File: src/rtl/rtc_pkg.sv
package rtc_pkg;
  localparam int unsigned TIME_REGS  = 8;
  localparam int unsigned ALARM_REGS = 5;

  localparam logic [3:0] A_HSEC  = 4'h0;
  localparam logic [3:0] A_SEC   = 4'h1;
  localparam logic [3:0] A_MIN   = 4'h2;
  localparam logic [3:0] A_HOUR  = 4'h3;
  localparam logic [3:0] A_WDAY  = 4'h4;
  localparam logic [3:0] A_DAY   = 4'h5;
  localparam logic [3:0] A_MON   = 4'h6;
  localparam logic [3:0] A_YEAR  = 4'h7;
  localparam logic [3:0] A_AMON  = 4'hA;
  localparam logic [3:0] A_FLAGS = 4'hF;

  localparam int unsigned SEC_STOP_BIT = 7;
  localparam int unsigned ALM_EN_BIT   = 7;
  localparam int unsigned HALT_BIT     = 6;
  localparam int unsigned FLG_AF_BIT   = 6;
  localparam int unsigned FLG_BL_BIT   = 4;
  localparam int unsigned ALM_HOUR_IDX = 2;

  // Bits a host write may change in each time byte
  function automatic logic [7:0] field_mask(input int idx);
    case (idx)
      1:       return 8'hFF;
      2:       return 8'h7F;
      3:       return 8'h3F;
      4:       return 8'h07;
      5:       return 8'h3F;
      6:       return 8'h1F;
      7:       return 8'hFF;
      default: return 8'h00;
    endcase
  endfunction

  // Bits compared by the alarm, index 0 = month .. 4 = second
  function automatic logic [7:0] alarm_mask(input int idx);
    case (idx)
      0:       return 8'h1F;
      1:       return 8'h3F;
      2:       return 8'h3F;
      default: return 8'h7F;
    endcase
  endfunction

  function automatic logic [7:0] bcd_inc(input logic [7:0] v);
    if (v[3:0] >= 4'd9) return {v[7:4] + 4'd1, 4'd0};
    return {v[7:4], v[3:0] + 4'd1};
  endfunction

  function automatic logic [7:0] month_days(input logic [7:0] mon, input logic [7:0] yr);
    logic [6:0] ybin;
    ybin = 7'(yr[7:4]) * 7'd10 + 7'(yr[3:0]);
    case (mon)
      8'h02:                      return (ybin[1:0] == 2'b00) ? 8'h29 : 8'h28;
      8'h04, 8'h06, 8'h09, 8'h11: return 8'h30;
      default:                    return 8'h31;
    endcase
  endfunction
endpackage

File: src/rtl/rtc_time_core.sv
module rtc_time_core
  import rtc_pkg::*;
#(
  parameter int unsigned ADDR_W = 4
) (
  input  logic                         clk,
  input  logic                         rst,
  input  logic                         tick,
  input  logic                         wr_en,
  input  logic [ADDR_W-1:0]            addr,
  input  logic [7:0]                   wr_data,
  output logic [TIME_REGS-1:0][7:0]    live_q,
  output logic                         adv_q
);
  localparam logic [TIME_REGS-1:0][7:0] RESET_TIME =
    {8'h00, 8'h01, 8'h01, 8'h01, 8'h00, 8'h00, 8'h00, 8'h00};

  logic [TIME_REGS-1:0]      hit;
  logic [TIME_REGS-1:0][7:0] nxt;
  logic                      any_wr, step;
  logic [7:0] sec_f, min_f, hour_f, day_f, mon_f, year_f, mdays;
  logic [2:0] wd_f;
  logic       c_sec, c_min, c_hour, c_day, c_mon;

  assign hit[0] = 1'b0;
  for (genvar g = 1; g < TIME_REGS; g++) begin : g_hit
    assign hit[g] = wr_en && (addr == ADDR_W'(g));
  end

  assign any_wr = |hit;
  assign step   = tick && !live_q[A_SEC][SEC_STOP_BIT] && !any_wr;

  assign sec_f  = {1'b0, live_q[A_SEC][6:0]};
  assign min_f  = {1'b0, live_q[A_MIN][6:0]};
  assign hour_f = {2'b0, live_q[A_HOUR][5:0]};
  assign day_f  = {2'b0, live_q[A_DAY][5:0]};
  assign mon_f  = {3'b0, live_q[A_MON][4:0]};
  assign year_f = live_q[A_YEAR];
  assign wd_f   = live_q[A_WDAY][2:0];
  assign mdays  = month_days(mon_f, year_f);

  assign c_sec  = sec_f >= 8'h59;
  assign c_min  = c_sec && (min_f >= 8'h59);
  assign c_hour = c_min && (hour_f >= 8'h23);
  assign c_day  = c_hour && (day_f >= mdays);
  assign c_mon  = c_day && (mon_f >= 8'h12);

  always_comb begin
    nxt = live_q;
    for (int i = 1; i < TIME_REGS; i++) begin
      if (hit[i]) nxt[i] = (live_q[i] & ~field_mask(i)) | (wr_data & field_mask(i));
    end
    if (step) begin
      nxt[A_SEC][6:0] = c_sec ? 7'h00 : bcd_inc(sec_f)[6:0];
      if (c_sec)  nxt[A_MIN][6:0]  = c_min ? 7'h00 : bcd_inc(min_f)[6:0];
      if (c_min)  nxt[A_HOUR][5:0] = c_hour ? 6'h00 : bcd_inc(hour_f)[5:0];
      if (c_hour) begin
        nxt[A_WDAY][2:0] = (wd_f == 3'd7) ? 3'd1 : wd_f + 3'd1;
        nxt[A_DAY][5:0]  = c_day ? 6'h01 : bcd_inc(day_f)[5:0];
      end
      if (c_day)  nxt[A_MON][4:0] = c_mon ? 5'h01 : bcd_inc(mon_f)[4:0];
      if (c_mon)  nxt[A_YEAR]     = (year_f >= 8'h99) ? 8'h00 : bcd_inc(year_f);
    end
    nxt[A_HSEC] = 8'h00;
  end

  always_ff @(posedge clk) begin
    if (rst) begin
      live_q <= RESET_TIME;
      adv_q  <= 1'b0;
    end else begin
      live_q <= nxt;
      adv_q  <= step;
    end
  end
endmodule

File: src/rtl/rtc_alarm_unit.sv
module rtc_alarm_unit
  import rtc_pkg::*;
#(
  parameter int unsigned ADDR_W = 4
) (
  input  logic                          clk,
  input  logic                          rst,
  input  logic                          wr_en,
  input  logic                          rd_en,
  input  logic [ADDR_W-1:0]             addr,
  input  logic [7:0]                    wr_data,
  input  logic                          standby,
  input  logic                          adv,
  input  logic [ALARM_REGS-1:0][7:0]    cur,
  output logic [ALARM_REGS-1:0][7:0]    alm_q,
  output logic                          af_q,
  output logic                          halt
);
  logic [ALARM_REGS-1:0]      hit, eq;
  logic [ALARM_REGS-1:0][7:0] nxt;
  logic                       af_set, af_clr;

  for (genvar g = 0; g < ALARM_REGS; g++) begin : g_alm
    assign hit[g] = wr_en && (addr == ADDR_W'(A_AMON) + ADDR_W'(g));
    assign eq[g]  = ((alm_q[g] ^ cur[g]) & alarm_mask(g)) == 8'h00;
  end

  always_comb begin
    nxt = alm_q;
    for (int i = 0; i < ALARM_REGS; i++) begin
      if (hit[i]) nxt[i] = wr_data;
    end
    if (standby) nxt[ALM_HOUR_IDX][HALT_BIT] = 1'b1;
  end

  assign af_set = adv && alm_q[0][ALM_EN_BIT] && (&eq);
  assign af_clr = rd_en && (addr == ADDR_W'(A_FLAGS));
  assign halt   = alm_q[ALM_HOUR_IDX][HALT_BIT];

  always_ff @(posedge clk) begin
    if (rst) begin
      alm_q <= '0;
      af_q  <= 1'b0;
    end else begin
      alm_q <= nxt;
      if (af_set)      af_q <= 1'b1;
      else if (af_clr) af_q <= 1'b0;
    end
  end
endmodule

File: src/rtl/rtc_regfile.sv
module rtc_regfile
  import rtc_pkg::*;
#(
  parameter int unsigned ADDR_W = 4
) (
  input  logic              clk,
  input  logic              rst,
  input  logic              tick_1hz,
  input  logic              standby_enter,
  input  logic              batt_low,
  input  logic [ADDR_W-1:0] addr,
  input  logic              wr_en,
  input  logic [7:0]        wr_data,
  input  logic              rd_en,
  output logic [7:0]        rd_data
);
  logic [TIME_REGS-1:0][7:0]  live_q, snap_q, vis;
  logic [ALARM_REGS-1:0][7:0] alm_q, cur;
  logic                       adv, af_q, halt, bl_q;
  logic [7:0]                 rd_mux;

  rtc_time_core #(.ADDR_W(ADDR_W)) u_core (
    .clk(clk), .rst(rst), .tick(tick_1hz), .wr_en(wr_en), .addr(addr),
    .wr_data(wr_data), .live_q(live_q), .adv_q(adv)
  );

  assign cur = {live_q[A_SEC], live_q[A_MIN], live_q[A_HOUR], live_q[A_DAY], live_q[A_MON]};

  rtc_alarm_unit #(.ADDR_W(ADDR_W)) u_alarm (
    .clk(clk), .rst(rst), .wr_en(wr_en), .rd_en(rd_en), .addr(addr),
    .wr_data(wr_data), .standby(standby_enter), .adv(adv), .cur(cur),
    .alm_q(alm_q), .af_q(af_q), .halt(halt)
  );

  // Copy follows the live time until halt-update is set, then holds
  always_ff @(posedge clk) begin
    if (rst) begin
      snap_q <= '0;
      bl_q   <= 1'b0;
    end else begin
      if (!halt) snap_q <= live_q;
      bl_q <= batt_low;
    end
  end

  assign vis = halt ? snap_q : live_q;

  always_comb begin
    rd_mux = 8'h00;
    for (int i = 1; i < TIME_REGS; i++) begin
      if (addr == ADDR_W'(i)) rd_mux = vis[i];
    end
    for (int j = 0; j < ALARM_REGS; j++) begin
      if (addr == ADDR_W'(A_AMON) + ADDR_W'(j)) rd_mux = alm_q[j];
    end
    if (addr == ADDR_W'(A_FLAGS)) begin
      rd_mux[FLG_AF_BIT] = af_q;
      rd_mux[FLG_BL_BIT] = bl_q;
    end
  end

  always_ff @(posedge clk) begin
    if (rst)        rd_data <= 8'h00;
    else if (rd_en) rd_data <= rd_mux;
  end
endmodule

File: config.mk
export PLATFORM = sky130hd
export DESIGN_NAME = rtc_regfile
export DESIGN_NICKNAME = d
export VERILOG_FILES = /design/src/rtl/rtc_pkg.sv /design/src/rtl/rtc_time_core.sv /design/src/rtl/rtc_alarm_unit.sv /design/src/rtl/rtc_regfile.sv
export SDC_FILE = /design/constraint.sdc
export NUM_CORES = 1
export LEC_CHECK = 0
export BUFFER_PORTS_ARGS = -buffer_cell sky130_fd_sc_hd__buf_4
export CORE_ASPECT_RATIO = 0.75
export CORE_MARGIN = 1.5
export CORE_UTILIZATION = 58
export CTS_CLUSTER_DIAMETER = 80
export CTS_CLUSTER_SIZE = 30
export DETAILED_ROUTE_END_ITERATION = 12
export PLACE_DENSITY = 0.81
export SETUP_SLACK_MARGIN = 0.05
export SLEW_MARGIN = 10
export SYNTH_ARGS = -nofsm -noshare
export SYNTH_HDL_FRONTEND = slang
export SYNTH_SLANG_ARGS = --single-unit
File: constraint.sdc
create_clock -name clk -period 5.2 [get_ports clk]
set_clock_uncertainty 0.15 [all_clocks]
set_input_delay 1.04 -clock clk [delete_from_list [all_inputs] [get_ports clk]]
set_output_delay 1.04 -clock clk [all_outputs]
set_load 0.05 [all_outputs]
==> flow_summary.toml <==
[status]
status = "finished, final reports clean"

[clock_tree]
numCtsBuffers = 17
cts_sinks = 150
clkTransAtPathRegs_ns = 0.06
clock_latency_ns = 0.44
cts.path.max_buffers = 2
htree_levels = 4
cts_tree = "yes"
ctsHoldBuffers = 0
cts_setup_buffers = 0
cts-root-buf = "clkbuf_16"
post_cts_resized = 0

[die]
die_area_sq_um = 15730
die_h_um = 109.0
ios = 27
die_width_um = 144.3
num_rows = 38
core_region_area_sq_um = 14550
start_util_pct = 59.72

[setup_path]
critPathMaxStageDelay_ns = 0.65
path_cells = "ha_1 -> or4b_2 -> o32ai_1 -> ha_1 -> or4b_1 -> a22o_1 -> nor3_1 -> nand3_1 -> a31oi_1"
crit_type = "flop to flop"
crit_fanout = 9
cp.buffers_inverters = 0
crit_family = "simple AND/OR/NAND/NOR gates"
cpMaxStageDelayCell = "or4b_2"
start_kind = "flop"
reg2reg_slack_ns = 1.28
reg2reg_depth = 9
crit_arrival_ns = 4.14
end_kind = "flop"
crit_required_ns = 5.42
cpMostUsedCell = "ha_1"
regToRegEndpoint = "u_core.live_q[42]"
reg2reg_from = "u_core.live_q[49]"

[synthesis]
syn_nets = 1061
synthDistinctLibCells = 80
synth_cells = 1010
synth_top_area_share_pct = 34.56
yosysTopAreaCell = "dfxtp_1"
synthArstFlopShare_pct = 0
synth_area_leaders = "dfxtp_1, mux2i_1, nor2_1, ha_1, a21oi_1"
synth-seq-cells = 150
ys_warn_count = 0
seq_area_frac_synth_pct = 34.56
syn_area_per_cell_sq_um = 8.602
synth_area_sq_um = 8688
synth_edf_count = 0
synth-main-ff-cell = "dfxtp_1"

[power]
p_seq_share_pct = 46.5
switching_power_mw = 0.7306
p_clk_share_pct = 43.1
intPower_mw = 1.864
p_leak_nw = 3.564
pwr-share-comb_pct = 10.4
swShare_pct = 28.16
vdd_ir_drop_max_mv = 0.2335
power.total_mw = 2.594
pwr_density_cell_nw_per_um2 = 276.6

[min_path]
hold_class = "flop to flop"
min_from = "snap_q[31]"
hold_depth = 1
holdPathEnd = "snap_q[31]"

[global_routing]
grt_start_max_net_pins = 87
met1_usage_pct = 48.59
grt_busiest_layer = "met2"
grt_pass1_vias = 7215
use_met2_pct = 48.77
grt_pass1_wl_um = 41120
grt_util_met3_pct = 13.48
grtUsageTotal_pct = 35.07
gr-total-overflow = 0
antenna_found_initial = 0

[timing]
period_minus_slack_ns = 3.924
setup_viol = 0
fin_setup_tns_ns = 0
tightest_slew_ns = 0.9906
drv_slew = 0
rsz0062_at_grt = "no"
whs_ns = 0.3067
fin_crit_sh_pct = 75.46
worst_slew_margin_rel_pct = 33.79
setup_ws_ns = 1.276
timing.fmax_mhz = 254.9
finalHoldViolations = 0

[finish]
mostFrequentLayoutCell = "dfxtp_1"
drive_gt1_share_pct = 10.85
design_area_sq_um = 9378
diodes = 0
final_cell_mix = "dfxtp_1, nor2_1, mux2i_1, a21oi_1, nand2_1"
final_cells = 1195
fill_cells = 1231
fin_util_pct = 64.46
areaGrowthSynthToFinish_pct = 7.935
multi_input_area_sq_um = 5191
layout.nets = 1033
regArea_sq_um = 3004

[placement]
gp_congestion = 0.9697
place_ws_ns = 1.384
dp.cells = 1163
hpwl_um = 18320
portBuffers = 26
postPlaceCellArea_sq_um = 8860

[drt]
viasPerCell = 6.753
finalWirelength_um = 26880
vias = 8070
drtIter0Drc = 1132
ant_nets = 0
drc = 0
dr.pass1.iters = 8
wl_per_cell_um = 22.49

[job]
maxCapViolations = 0
cell type report:
class | instances | share of cell area, %
flip-flops and latches | 150 | 32.03
multi-input cells | 741 | 55.36
repair buffers | 35 | 2.935
clock inverters | 14 | 0.9473
clock buffers | 18 | 4.576
inverters | 37 | 1.481
well taps | 200 | 2.668
synthesized netlist by cell type, drive strengths merged, types with 5 or more instances:
library cell,number
dfxtp,150
nor2,118
mux2i,77
a21oi,61
clkbuf,47
nand2,46
nand3,39
inv,36
buf,35
xnor2,34
o21ai,33
ha,32
mux2,23
and2,19
nor2b,18
o22ai,16
a22oi,15
a211oi,14
nand2b,12
nor3,12
a31oi,11
nand4,11
o211ai,9
and3,7
xor2,7
a2111oi,6
nor4,6
o32a,6
a221oi,5
a2bb2oi,5
a32oi,5
nand3b,5
nor3b,5
nor4b,5
state kept, by name, indices dropped and copies added (netlist names):
register	flops
bl_q	1
u_core.adv_q	1
u_alarm.alm_q	40
snap_q	56
u_core.year_f	8
u_alarm.af_q	1
rd_data	8
u_core.live_q	35
per-layer routing:
layer | part of all wire [%] | vias to the layer above | routed length, um
li1 | - | 3613 | -
met1 | 42 | 3788 | 11250
met2 | 41 | 576 | 10990
met3 | 14 | 93 | 3733
met4 | 3.4 | 0 | 904
met5 | 0 | - | 0
how the worst max path moves through the flow:
| stage | from | to | slack [ns] | cells past startpoint |
|---|---|---|---|---|
| 4_1_cts | u_core.live_q[49] | u_core.live_q[52] | 1.36 | 9 |
| 6_report | u_core.live_q[49] | u_core.live_q[42] | 1.28 | 9 |
| 5_1_grt | u_core.live_q[49] | u_core.live_q[42] | 1.12 | 9 |
| 3_3_place_gp | addr[0] | u_core.live_q[52] | 1.45 | 6 |
| 3_5_place_dp | addr[1] | u_core.live_q[52] | 1.38 | 6 |
| 2_1_floorplan | u_core.live_q[49] | u_core.live_q[52] | 1.80 | 9 |
logic make-up (layout without fill, tap and decap cells):
| kind of cell | count (synthesis) | after routing | share of synthesized area (%) |
|---|---|---|---|
| and+or+nand+nor | 328 | 328 | 19.46 |
| AOI/OAI and AO/OA | 237 | 237 | 18.78 |
| DFF | 150 | 150 | 34.56 |
| buffers and inverters | 119 | 104 | 5.832 |
| muxes | 103 | 103 | 12.63 |
| xor gates and xnor gates | 41 | 41 | 4.133 |
| adders and majority gates | 32 | 32 | 4.608 |
power groups by stage:
stage / clock [mW] / sequential, mW / combinational, mW
after floorplan: 0 / 1.22 / 0.183
after global placement: 0 / 1.23 / 0.255
after detailed placement: 0 / 1.23 / 0.258
after CTS: 1.11 / 1.20 / 0.259
after global routing: 1.16 / 1.21 / 0.284
final: 1.12 / 1.21 / 0.269
(Power assumes the default switching activity.)
